--- src/rtl/scroll_seg_pkg.sv ---
package scroll_seg_pkg;

  localparam int unsigned NIB_W = 4;
  localparam int unsigned SEG_W = 7;

  typedef logic [NIB_W-1:0] nib_t;
  typedef logic [SEG_W-1:0] seg_t;

  localparam seg_t SEG_BLANK = 7'b1111111;

  // active-low, bit 6 = g ... bit 0 = a
  function automatic seg_t nib_to_seg(input nib_t v);
    seg_t s;
    case (v)
      4'd0:    s = 7'b1000000;
      4'd1:    s = 7'b1111001;
      4'd2:    s = 7'b0100100;
      4'd3:    s = 7'b0110000;
      4'd4:    s = 7'b0011001;
      4'd5:    s = 7'b0010010;
      4'd6:    s = 7'b0000010;
      4'd7:    s = 7'b1111000;
      4'd8:    s = 7'b0000000;
      4'd9:    s = 7'b0010000;
      default: s = SEG_BLANK;
    endcase
    return s;
  endfunction

endpackage

--- src/rtl/ssd_tick_div.sv ---
// Counts qualified steps; emits a registered one-cycle pulse as the count wraps.
module ssd_tick_div #(
  parameter int unsigned LIMIT = 1000
) (
  input  logic clk,
  input  logic rst,
  input  logic step,
  output logic pulse
);
  localparam int unsigned CW = (LIMIT > 2) ? $clog2(LIMIT) : 1;
  localparam logic [CW-1:0] LAST = CW'(LIMIT - 1);

  logic [CW-1:0] cnt_q;

  always_ff @(posedge clk) begin
    if (rst) begin
      cnt_q <= '0;
      pulse <= 1'b0;
    end else if (step) begin
      if (cnt_q == LAST) begin
        cnt_q <= '0;
        pulse <= 1'b1;
      end else begin
        cnt_q <= cnt_q + 1'b1;
        pulse <= 1'b0;
      end
    end else begin
      pulse <= 1'b0;
    end
  end
endmodule

--- src/rtl/ssd_digit_ring.sv ---
// Circular digit store; slot i starts at (i+1) mod SLOTS and rotates toward slot 0.
module ssd_digit_ring
  import scroll_seg_pkg::*;
#(
  parameter int unsigned SLOTS = 8
) (
  input  logic                  clk,
  input  logic                  rst,
  input  logic                  roll,
  output nib_t [SLOTS-1:0]      slots
);
  nib_t [SLOTS-1:0] ring_q;

  for (genvar i = 0; i < SLOTS; i++) begin : g_slot
    localparam nib_t INIT = NIB_W'((i + 1) % SLOTS);
    localparam int unsigned NEXT = (i + 1) % SLOTS;
    always_ff @(posedge clk) begin
      if (rst)       ring_q[i] <= INIT;
      else if (roll) ring_q[i] <= ring_q[NEXT];
    end
  end

  assign slots = ring_q;
endmodule

--- src/rtl/ssd_scan_seq.sv ---
// One-cold digit scan; all-off after reset, first advance selects digit 0.
module ssd_scan_seq #(
  parameter int unsigned DIGITS = 4
) (
  input  logic              clk,
  input  logic              rst,
  input  logic              adv,
  output logic [DIGITS-1:0] en_n
);
  logic [DIGITS-1:0] hot_q;

  always_ff @(posedge clk) begin
    if (rst) begin
      hot_q <= '0;
    end else if (adv) begin
      if (hot_q == '0 || hot_q[DIGITS-1])
        hot_q <= DIGITS'(1);
      else
        hot_q <= hot_q << 1;
    end
  end

  assign en_n = ~hot_q;
endmodule

--- src/rtl/ssd_seg_select.sv ---
// Enable pattern picks the slot; decoder drives segments, blank when idle.
module ssd_seg_select
  import scroll_seg_pkg::*;
#(
  parameter int unsigned DIGITS = 4,
  parameter int unsigned SLOTS  = 8
) (
  input  logic [DIGITS-1:0]  en_n,
  input  nib_t [SLOTS-1:0]   slots,
  output seg_t               seg_n
);
  nib_t pick;

  always_comb begin
    pick = '0;
    for (int k = 0; k < DIGITS; k++) begin
      if (!en_n[k]) pick = pick | slots[DIGITS-1-k];
    end
  end

  assign seg_n = (&en_n) ? SEG_BLANK : nib_to_seg(pick);
endmodule

--- src/rtl/scroll_seg_display.sv ---
module scroll_seg_display
  import scroll_seg_pkg::*;
#(
  parameter int unsigned SCAN_DIV   = 100000,
  parameter int unsigned SCROLL_DIV = 1000,
  parameter int unsigned DIGITS     = 4,
  parameter int unsigned SLOTS      = 8
) (
  input  logic              clk,
  input  logic              rst,
  output logic [DIGITS-1:0] dig_en_n,
  output logic [SEG_W-1:0]  seg_n
);
  logic             scan_tick;
  logic             roll_tick;
  nib_t [SLOTS-1:0] slots;

  ssd_tick_div #(.LIMIT(SCAN_DIV)) scan_div_i (
    .clk(clk), .rst(rst), .step(1'b1), .pulse(scan_tick)
  );

  ssd_tick_div #(.LIMIT(SCROLL_DIV)) roll_div_i (
    .clk(clk), .rst(rst), .step(scan_tick), .pulse(roll_tick)
  );

  ssd_digit_ring #(.SLOTS(SLOTS)) ring_i (
    .clk(clk), .rst(rst), .roll(roll_tick), .slots(slots)
  );

  ssd_scan_seq #(.DIGITS(DIGITS)) scan_i (
    .clk(clk), .rst(rst), .adv(scan_tick), .en_n(dig_en_n)
  );

  ssd_seg_select #(.DIGITS(DIGITS), .SLOTS(SLOTS)) sel_i (
    .en_n(dig_en_n), .slots(slots), .seg_n(seg_n)
  );
endmodule

--- config.mk ---
export PLATFORM = sky130hd
export DESIGN_NAME = scroll_seg_display
export DESIGN_NICKNAME = d
export VERILOG_FILES = /design/src/rtl/scroll_seg_pkg.sv /design/src/rtl/ssd_tick_div.sv /design/src/rtl/ssd_digit_ring.sv /design/src/rtl/ssd_scan_seq.sv /design/src/rtl/ssd_seg_select.sv /design/src/rtl/scroll_seg_display.sv
export SDC_FILE = /design/constraint.sdc
export NUM_CORES = 1
export LEC_CHECK = 0
export ABC_AREA = 0
export BUFFER_PORTS_ARGS = -buffer_cell sky130_fd_sc_hd__buf_2
export CAP_MARGIN = 5
export CORE_MARGIN = 5
export CORE_UTILIZATION = 45
export CTS_BUF_LIST = sky130_fd_sc_hd__clkbuf_8
export DETAILED_ROUTE_END_ITERATION = 8
export GPL_TIMING_DRIVEN = 0
export PLACE_DENSITY = 0.66
export SETUP_SLACK_MARGIN = 0.2
export SLEW_MARGIN = 15
export SYNTH_ARGS = -nofsm -noshare
export SYNTH_HDL_FRONTEND = slang
export SYNTH_SLANG_ARGS = --single-unit
--- constraint.sdc ---
create_clock -name clk -period 2.4 [get_ports clk]
set_clock_uncertainty 0.15 [all_clocks]
set_input_delay 0.12 -clock clk [delete_from_list [all_inputs] [get_ports clk]]
set_output_delay 0.12 -clock clk [all_outputs]
set_load 0.02 [all_outputs]
==> results.ini, run 1 <==
[worst_hold_path]
hp-class = in -> reg

[critical_path]
critPathRequiredTime_ns = 2.13
cp.arrival_ns = 2.00
critPathLaunchType = register
path_max_fanout = 4
worstSetupPathType = reg -> out
crit_slowest_cell = dfxtp_2
crit_chain = buf_8 > a22o_1 > a221oi_4 > inv_2 > ha_4 > mux2i_2 > a22oi_1 > buf_4
crit_path_end_kind = output pin
crit_path_max_incr_delay_ns = 0.32
path_buf_inv = 3
path_delay_family = compound AO/OA/AOI/OAI gates

[clock_network]
h-tree-depth = 3
cts_inserted_buffers = 9
path_clk_slew_ns = 0.07
clk_latency_ns = 0.33
max-clock-path-buffers = 2
clock-sinks = 65
cts_tree = done
clockRootBuffer = clkbuf_8
hold_buffers = 0

[placed_design]
dp_cells = 401
dp_hpwl_um = 3700
dpl_cell_area_um2 = 3020
place_congestion = 0.851
post-place-ws_ns = 0.0303
io_buffer_count = 11

[synthesis]
ys_seq_elements = 65
synth-warning-count = 0
synth.net_count = 322
syn-instance-count = 313
synth_cell_types = 35
syn_area_um2 = 2870
syn-mean-instance-area_um2 = 9.15
yosysSeqAreaShare = 0.454

[finish]
area_growth_pct = 19.0
post-route-cell-area_um2 = 3410
utilization = 0.543
n_fill_cell = 586
seq_area_um2 = 1310
diodes = 0
fin_cells = 425
drive_gt1_frac = 0.187
num-nets-final = 353
multi_input_area_um2 = 1540

[power]
p_comb_frac = 0.015
clkPwrFrac = 0.426
intPower_mw = 1.54
power.density_nw_per_um2 = 571
finalPower_mw = 1.95
ir_drop_v = 0.000318
p_sw_mw = 0.410
swShare = 0.210
seqPwrFrac = 0.559
leakage_nw = 1.17

[timing]
setup_viol = 0
rsz0062_at_grt = yes
slew_headroom = 0.669
finalCritPeriodShare = 0.946
worstMarginPinSlew_ns = 0.496
hold_slack_ns = 0.180
slew_violations = 0
fmax_ghz = 0.440
finalCriticalPeriod_ns = 2.27
setup_tns_ns = 0
timing.final.ws_setup_ns = 0.129
finalHoldViolCount = 0

[status]
outcome = completed

[drt]
wl_met3_um = 234
wl_per_cell_um = 13.4
detail-route-antenna-nets = 0
drc = 0
wirelength_um = 5680
drt-met1-wl_um = 2810
drt-initial-drc-count = 81
num_vias = 2236
viasPerCell = 5.26
highest_layer = met4
route.met2.wl_um = 2540
dr.pass1.iters = 4

[die]
core.rowCount = 29
ios = 13
core_um2 = 6280
die_h_um = 89.8
die_area_um2 = 8060
initial_utilization = 0.456
die_x_um = 89.8

[grt]
grt_pass1_wl_um = 9860
antenna_found_initial = 0
grt_pass1_vias = 2163
grt_max_degree = 11
grt_usage = 0.146
overflow = 0

[flow_run]
drv_cap = 0

path summary, 6_finish.rpt:
kind,from,to,slack [ns],cells past startpoint
worst min register to register,ring_i.slots[25]$_SDFFE_PP1P_,ring_i.slots[21]$_SDFFE_PP1P_,0.31,1
worst min-delay path,rst,ring_i.slots[8]$_SDFFE_PP1P_,0.18,2
worst max register to register,scan_div_i.cnt_q[0]$_SDFF_PP0_,scan_div_i.cnt_q[10]$_SDFF_PP0_,0.40,6
worst max-delay path,scan_i.hot_q[1]$_SDFFE_PP0P_,seg_n[0],0.13,8
cells by family (layout without fill, tap and decap cells):
group / Yosys count / after routing / share of synthesized area
buffers and inverters: 28 / 63 / 0.0376
DFF: 65 / 65 / 0.454
AOI/OAI and AO/OA: 39 / 39 / 0.101
xor gates and xnor gates: 22 / 22 / 0.0673
muxes: 25 / 25 / 0.0886
and+or+nand+nor: 127 / 127 / 0.221
adders and majority gates: 7 / 7 / 0.0306
state kept, by name (all words and copies together) (netlist names):
name	count
roll_div_i.cnt_q	10
scan_div_i.pulse	1
scan_i.hot_q	4
scan_div_i.cnt_q	17
ring_i.slots	32
roll_div_i.pulse	1
power by group through the flow:
stage / Combinational (mW) / Sequential (mW) / Clock (mW)
detailed placement: 0.0303 / 1.11 / 0
finish: 0.0301 / 1.09 / 0.830
floorplan: 0.0221 / 1.11 / 0
global placement: 0.0305 / 1.11 / 0
CTS: 0.0304 / 1.09 / 0.861
global route: 0.0338 / 1.09 / 0.911
Yosys cell counts (all sizes together):
library cell	count	share of area
dfxtp	65	0.45
nor2	57	0.075
mux2i	22	0.077
xnor2	15	0.046
clkbuf	14	0.018
a211o	12	0.037
inv	12	0.016
nor2b	12	0.026
nand4	11	0.024
nand3	10	0.019
a22oi	9	0.024
nand2	9	0.012
ha	7	0.031
xor2	7	0.021
a21oi	6	0.010
nor3	6	0.010
nand2b	5	0.011
nor4	5	0.011
o21ai	5	0.0087
and3	3	0.0066
mux2	3	0.012
a32oi	2	0.0061
and2	2	0.0044
and4	2	0.0061
buf	2	0.0035
or3	2	0.0044
a221oi	1	0.0031
a22o	1	0.0031
a311oi	1	0.0031
a32o	1	0.0035
a41oi	1	0.0031
and4b	1	0.0035
nor4bb	1	0.0035
or4	1	0.0039
worst register-to-register path, stage by stage, from the launching register on:
cell      delay (ns)
dfxtp_1         0.42
ha_1            0.26
and4_1          0.30
nand4_1         0.17
nand2b_1        0.24
clkbuf_2        0.27
nor2_1          0.08
layout by cell type, fill, tap and decap left out, types with 6 or more instances in the layout:
cell type	netlist	layout
dfxtp_1	65	61
nor2_1	57	56
mux2i_1	22	21
buf_4	0	16
xnor2_1	15	15
clkbuf_8	0	14
nor2b_1	12	12
a211o_1	12	12
nand4_1	11	11
inv_1	12	10
a22oi_1	9	9
clkbuf_1	14	9
nand3_1	9	9
nand2_1	9	8
xor2_1	7	7
buf_2	2	6
nor3_1	6	6
layout make-up:
class	count	area share
multi-input cells	220	0.450
repair buffers	20	0.0411
clock buffers	12	0.0484
plain buffers	16	0.0312
well taps	77	0.0282
flip-flops and latches	65	0.383
inverters	12	0.0132
clock inverters	3	0.00440
repair_timing:
action | 4_1_cts | 5_1_grt
endpoints found under the setup margin | 7 | 17
gates resized for setup | 24 | 22
pin swaps | 3 | 7
setup buffers | 8 | 1
metal layers:
layer,GRT usage,vias to the layer above
li1,-,1149
met1,0.192,1030
met2,0.218,47
met3,0.0417,10
met4,0.0730,0
met5,0,-
(Power assumes the default switching activity.)
==> run 2, diff against run 1 <==
PLACE_DENSITY = unset   (was 0.66)
PLACE_DENSITY_LB_ADDON = 0.1   (was unset)
==> run 2 against run 1 <==
Sequential power about the same. Largest cell class unchanged. Final area grew 3.1%. Total power grew 6.2%. Routed wire length is 5.4% higher. Highest routed layer unchanged. Worst setup slack got worse by 0.031 ns. Sequential share of layout area decreased by 1.2 points. Critical path type unchanged. Clock power up 14%. Global-route usage is 0.71 points higher. Register-to-register slack is essentially flat. Die area did not move. Core utilization increased by 1.7 points. Cell count increased by 1.2%.
==> results.ini, run 2 (same netlist as run 1, synthesis figures left out) <==
[status]
outcome = completed

[timing]
rsz0062_at_grt = yes
finalCritPeriodShare = 0.959  ; +0.0128
finalCriticalPeriod_ns = 2.30  ; +0.0307 ns
finalHoldViolCount = 0  ; unchanged
fmax_ghz = 0.435  ; -1.3%
timing.final.ws_setup_ns = 0.0986  ; -0.0307 ns
slew_violations = 0  ; unchanged
slew_headroom = 0.636  ; -0.0328
setup_viol = 0  ; unchanged
worstMarginPinSlew_ns = 0.545  ; +0.0492 ns
hold_slack_ns = 0.157  ; -0.0225 ns

[drt]
wl_per_cell_um = 13.9  ; +4.2%
wirelength_um = 5990  ; +5.4%
drc = 0  ; unchanged
drt-initial-drc-count = 80  ; -1.2%
num_vias = 2271  ; +1.6%
detail-route-antenna-nets = 0  ; unchanged
dr.pass1.iters = 4  ; unchanged
viasPerCell = 5.28  ; +0.38%

[finish]
diodes = 0  ; unchanged
final_common_cell = dfxtp_1
final_cell_mix = dfxtp_1 (62), nor2_1 (56), mux2i_1 (21)
num-nets-final = 359  ; +1.7%
post-route-cell-area_um2 = 3520  ; +3.1%
drive_gt1_frac = 0.207  ; +0.0200
largest_reg_flops = 32  ; unchanged
area_growth_pct = 22.8

[worst_hold_path]
hp-class = in -> reg

[critical_path]
worstSetupPathType = reg -> out
cp.arrival_ns = 2.03  ; +0.03 ns
critPathRequiredTime_ns = 2.13  ; about the same
crit_path_end_kind = output pin
path_max_fanout = 4  ; unchanged
critPathLaunchType = register

[die]
die_area_um2 = 8060  ; unchanged
ios = 13  ; unchanged
initial_utilization = 0.456  ; unchanged
die_x_um = 89.8  ; unchanged
core_um2 = 6280  ; unchanged
die_h_um = 89.8  ; unchanged
core.rowCount = 29  ; unchanged

[power]
p_sw_mw = 0.427  ; +4.1%
seqPwrFrac = 0.526  ; -0.033
leakage_nw = 1.19  ; +1.8%
swShare = 0.206  ; -0.00433
clkPwrFrac = 0.459  ; +0.033
p_comb_frac = 0.015  ; about the same
intPower_mw = 1.64  ; +6.8%
power.density_nw_per_um2 = 589  ; +3.0%
ir_drop_v = 0.000321  ; +0.94%
finalPower_mw = 2.07  ; +6.2%

[placed_design]
place_congestion = 0.782  ; -8.1%
post-place-ws_ns = -0.0448  ; -0.0750 ns
dp_hpwl_um = 3980  ; +7.5%
dpl_cell_area_um2 = 3020  ; unchanged
io_buffer_count = 11  ; unchanged

[clock_network]
clockRootBuffer = clkbuf_8
max-clock-path-buffers = 2  ; unchanged
cts_tree = done
h-tree-depth = 3  ; unchanged
cts_inserted_buffers = 9  ; unchanged
path_clk_slew_ns = 0.06  ; about the same
clk_latency_ns = 0.33  ; about the same
clock-sinks = 65  ; unchanged

[grt]
grt_pass1_wl_um = 10200  ; +3.6%
grt_usage = 0.153  ; +0.00707
grt_max_degree = 11  ; unchanged
overflow = 0  ; unchanged
antenna_found_initial = 0  ; unchanged
grt_pass1_vias = 2212  ; +2.3%

[flow_run]
drv_cap = 0  ; unchanged

run 2: power groups by stage:
| stage | registers (mW) | clock network, mW | logic [mW] |
|---|---|---|---|
| 2_1_floorplan | 1.11 | 0 | 0.0221 |
| 3_3_place_gp | 1.11 | 0 | 0.0309 |
| 3_5_place_dp | 1.11 | 0 | 0.0310 |
| 4_1_cts | 1.09 | 0.968 | 0.0314 |
| 5_1_grt | 1.09 | 1.03 | 0.0359 |
| 6_report | 1.09 | 0.950 | 0.0311 |
run 2: worst paths after layout:
kind	startpoint	to	slack (ns)	depth (start not counted)
hold / removal	rst	ring_i.slots[5]$_SDFFE_PP1P_	0.16	2
setup / recovery	scan_i.hot_q[1]$_SDFFE_PP0P_	seg_n[3]	0.1	6
hold reg to reg	ring_i.slots[25]$_SDFFE_PP1P_	ring_i.slots[21]$_SDFFE_PP1P_	0.30	1
setup reg to reg	scan_div_i.cnt_q[0]$_SDFF_PP0_	scan_div_i.cnt_q[12]$_SDFF_PP0_	0.39	6
run 2: stage by stage:
step,utilization,setup TNS [ns],instances
after floorplan,-,0,313
after global placement,0.481,0,401
after detailed placement,0.481,-0.0677,401
after CTS,0.542,0,423
after global routing,0.560,0,430
final,0.560,0,430
run 2: area by class of cell:
type	count	area, um^2
buffer	16	106
clock buffer	12	165
clock inverter	2	37.5
fill	586	2760
inverter	12	51.3
multi-input combinational	220	1560
sequential	65	1310
tap	77	96.3
timing repair buffer	26	191
run 2: repair_timing:
action	CTS	global route
gates resized for setup	39	12
buffers inserted	8	7
hold buffers	0	0
endpoints found under the setup margin	10	7
pin swaps	5	2
run 2: layer usage:
layer	track usage	up-vias	routed length, um
met5	0	-	0
met4	0.0718	0	112
met3	0.0367	11	203
met2	0.252	26	2860
met1	0.187	1073	2810
li1	-	1161	-
run 2: critical path, cell delays in order, from the launching register on:
cell,delay [ns]
dfxtp_2,0.32
buf_8,0.12
a22o_1,0.22
a221oi_4,0.29
ha_2,0.35
a32oi_1,0.22
buf_4,0.18
==> run 3, diff against run 2 <==
SETUP_SLACK_MARGIN = 0.3   (was 0.2)
==> run 3 against run 2 <==
Non-clock buffer count fell by 1. Worst hold slack lost 0.014 ns. Cell count rose by 0.23%. Clock power fell by 4.4%. Maximum frequency is 0.36% lower. Combinational power down 2%.
==> results.ini, run 3 (same netlist as run 1, synthesis figures left out) <==
[finish]
final_common_cell = dfxtp_1
multi_input_area_um2 = 1540  ; -1.3%
diodes = 0  ; unchanged
seq_area_um2 = 1300  ; about the same
num-nets-final = 358  ; -0.28%
n_fill_cell = 572  ; -2.4%
drive_gt1_frac = 0.195  ; -0.0119
largest_reg_flops = 32  ; unchanged
fin_cells = 431  ; +0.23%
area_growth_pct = 21.2
final_cell_mix = dfxtp_1 (63), nor2_1 (57), mux2i_1 (21)
post-route-cell-area_um2 = 3470  ; -1.3%

[grt]
grt_pass1_vias = 2209  ; -0.14%
grt_pass1_wl_um = 10100  ; -1.3%
overflow = 0  ; unchanged
antenna_found_initial = 0  ; unchanged
grt_usage = 0.150  ; -0.00271
grt_max_degree = 12  ; +1

[die]
core.rowCount = 29  ; unchanged
die_h_um = 89.8  ; unchanged
ios = 13  ; unchanged
core_um2 = 6280  ; unchanged
die_x_um = 89.8  ; unchanged
initial_utilization = 0.456  ; unchanged
die_area_um2 = 8060  ; unchanged

[critical_path]
crit_slowest_cell = dfxtp_1
critPathLaunchType = register
crit_path_end_kind = output pin
worstSetupPathType = reg -> out
r2r_start = scan_div_i.cnt_q[0]$_SDFF_PP0_
rr_endpoint = scan_div_i.cnt_q[12]$_SDFF_PP0_
reg2regPathDepth = 6  ; unchanged
rrSetupSlack_ns = 0.46  ; +0.07 ns
crit_path_max_incr_delay_ns = 0.30  ; -0.05 ns
crit_chain = clkbuf_8 > a22o_1 > a221oi_4 > buf_6 > ha_4 > a21oi_1 > o21ai_0 > buf_2
path_max_fanout = 4  ; unchanged
critPathRequiredTime_ns = 2.13  ; about the same
cp.arrival_ns = 2.04  ; about the same

[drt]
wl_per_cell_um = 13.5  ; -2.6%
viasPerCell = 5.25  ; -0.54%
detail-route-antenna-nets = 0  ; unchanged
drt-initial-drc-count = 59  ; -26%
drc = 0  ; unchanged
dr.pass1.iters = 4  ; unchanged
wirelength_um = 5840  ; -2.4%
num_vias = 2264  ; -0.31%

[timing]
fmax_ghz = 0.433  ; -0.36%
slew_headroom = 0.659  ; +0.0230
rsz0062_at_grt = yes
worstMarginPinSlew_ns = 0.511  ; -0.0346 ns
finalCritPeriodShare = 0.962  ; +0.00349
finalCriticalPeriod_ns = 2.31  ; +0.00838 ns
finalHoldViolCount = 0  ; unchanged
slew_violations = 0  ; unchanged
setup_tns_ns = 0  ; unchanged
timing.final.ws_setup_ns = 0.0902  ; -0.00838 ns
setup_viol = 0  ; unchanged

[placed_design]
post-place-ws_ns = 0.000255  ; +0.0450 ns
place_congestion = 0.802  ; +2.6%
dp_hpwl_um = 3890  ; -2.3%
dp_cells = 401  ; unchanged
dpl_cell_area_um2 = 3020  ; unchanged
io_buffer_count = 11  ; unchanged

[status]
outcome = completed

[clock_network]
h-tree-depth = 3  ; unchanged
path_clk_slew_ns = 0.07  ; about the same
clk_latency_ns = 0.33  ; about the same
clock-sinks = 65  ; unchanged
cts_inserted_buffers = 9  ; unchanged
cts_tree = done
clockRootBuffer = clkbuf_8
max-clock-path-buffers = 2  ; unchanged

[power]
ir_drop_v = 0.000393  ; +22%
power.density_nw_per_um2 = 584  ; -0.83%
leakage_nw = 1.18  ; -0.41%
finalPower_mw = 2.03  ; -2.1%

[worst_hold_path]
hp-class = in -> reg
min_to = ring_i.slots[5]$_SDFFE_PP1P_
min-delay-start = rst
hold_depth = 2  ; unchanged

[flow_run]
drv_cap = 0  ; unchanged

[run 3: changes by cell type in the layout (fill, tap and decap cells not counted), moves of 2 or more]
cell and delta:
a22oi_1 +3, a22oi_2 -3, buf_4 -2, clkinv_2 +2, inv_2 +2
[run 3: where the power goes]
part | total (mW) | internal (mW) | switching (mW)
Sequential | 1.09 | 1.08 | 0.00635
Combinational | 0.0306 | 0.00767 | 0.0229
Clock | 0.908 | 0.500 | 0.407
Total | 2.03 | 1.59 | 0.437
[run 3: cell type report]
| cell class | instances | share of cell area |
|---|---|---|
| multi-input cells | 220 | 0.445 |
| flip-flops and latches | 65 | 0.375 |
| repair buffers | 25 | 0.0523 |
| clock buffers | 10 | 0.0396 |
| plain buffers | 16 | 0.0303 |
| well taps | 77 | 0.0277 |
| clock inverters | 6 | 0.0169 |
| inverters | 12 | 0.0130 |
[run 3: repair_timing]
| action | CTS | global route |
|---|---|---|
| cloned | 0 | 0 |
| hold buffers | 0 | 0 |
| buffers inserted | 12 | 2 |
| pin swaps | 6 | 2 |
| gates resized for setup | 32 | 11 |
| setup endpoints to repair | 17 | 17 |
[run 3: through the flow]
step / hold slack, ns / util
CTS: 0.143 / 0.544
global route: 0.193 / 0.553
detailed placement: 0.300 / 0.481
floorplan: 0.281 / -
global placement: 0.288 / 0.481
finish: 0.143 / 0.553
[run 3: worst max-delay path by stage]
| stage | startpoint | to | slack (ns) | cells past startpoint |
|---|---|---|---|---|
| 6_report | scan_i.hot_q[1]$_SDFFE_PP0P_ | seg_n[1] | 0.09 | 8 |
| 5_1_grt | scan_i.hot_q[0]$_SDFFE_PP0P_ | seg_n[2] | 0.009 | 9 |
| 4_1_cts | scan_i.hot_q[1]$_SDFFE_PP0P_ | seg_n[0] | 0.08 | 8 |
| 3_5_place_dp | scan_i.hot_q[1]$_SDFFE_PP0P_ | seg_n[0] | 0.0003 | 8 |
| 3_3_place_gp | scan_i.hot_q[1]$_SDFFE_PP0P_ | seg_n[0] | 0.05 | 8 |
| 2_1_floorplan | scan_i.hot_q[1]$_SDFFE_PP0P_ | seg_n[3] | 0.31 | 5 |
[run 3: metal layers]
| metal | vias to the layer above | global-route usage | part of all wire |
|---|---|---|---|
| li1 | 1165 | - | - |
| met1 | 1075 | 0.185 | 0.48 |
| met2 | 17 | 0.249 | 0.48 |
| met3 | 7 | 0.0392 | 0.033 |
| met4 | 0 | 0.0605 | 0.011 |
| met5 | - | 0 | 0 |
[run 3: worst max-delay path: cells and delay by family, from the launching register on]
family          cells  cell delay (ns)
flops               1             0.30
compound gates      4             0.73
buf+inv             3             0.48
fa+ha+maj           1             0.19
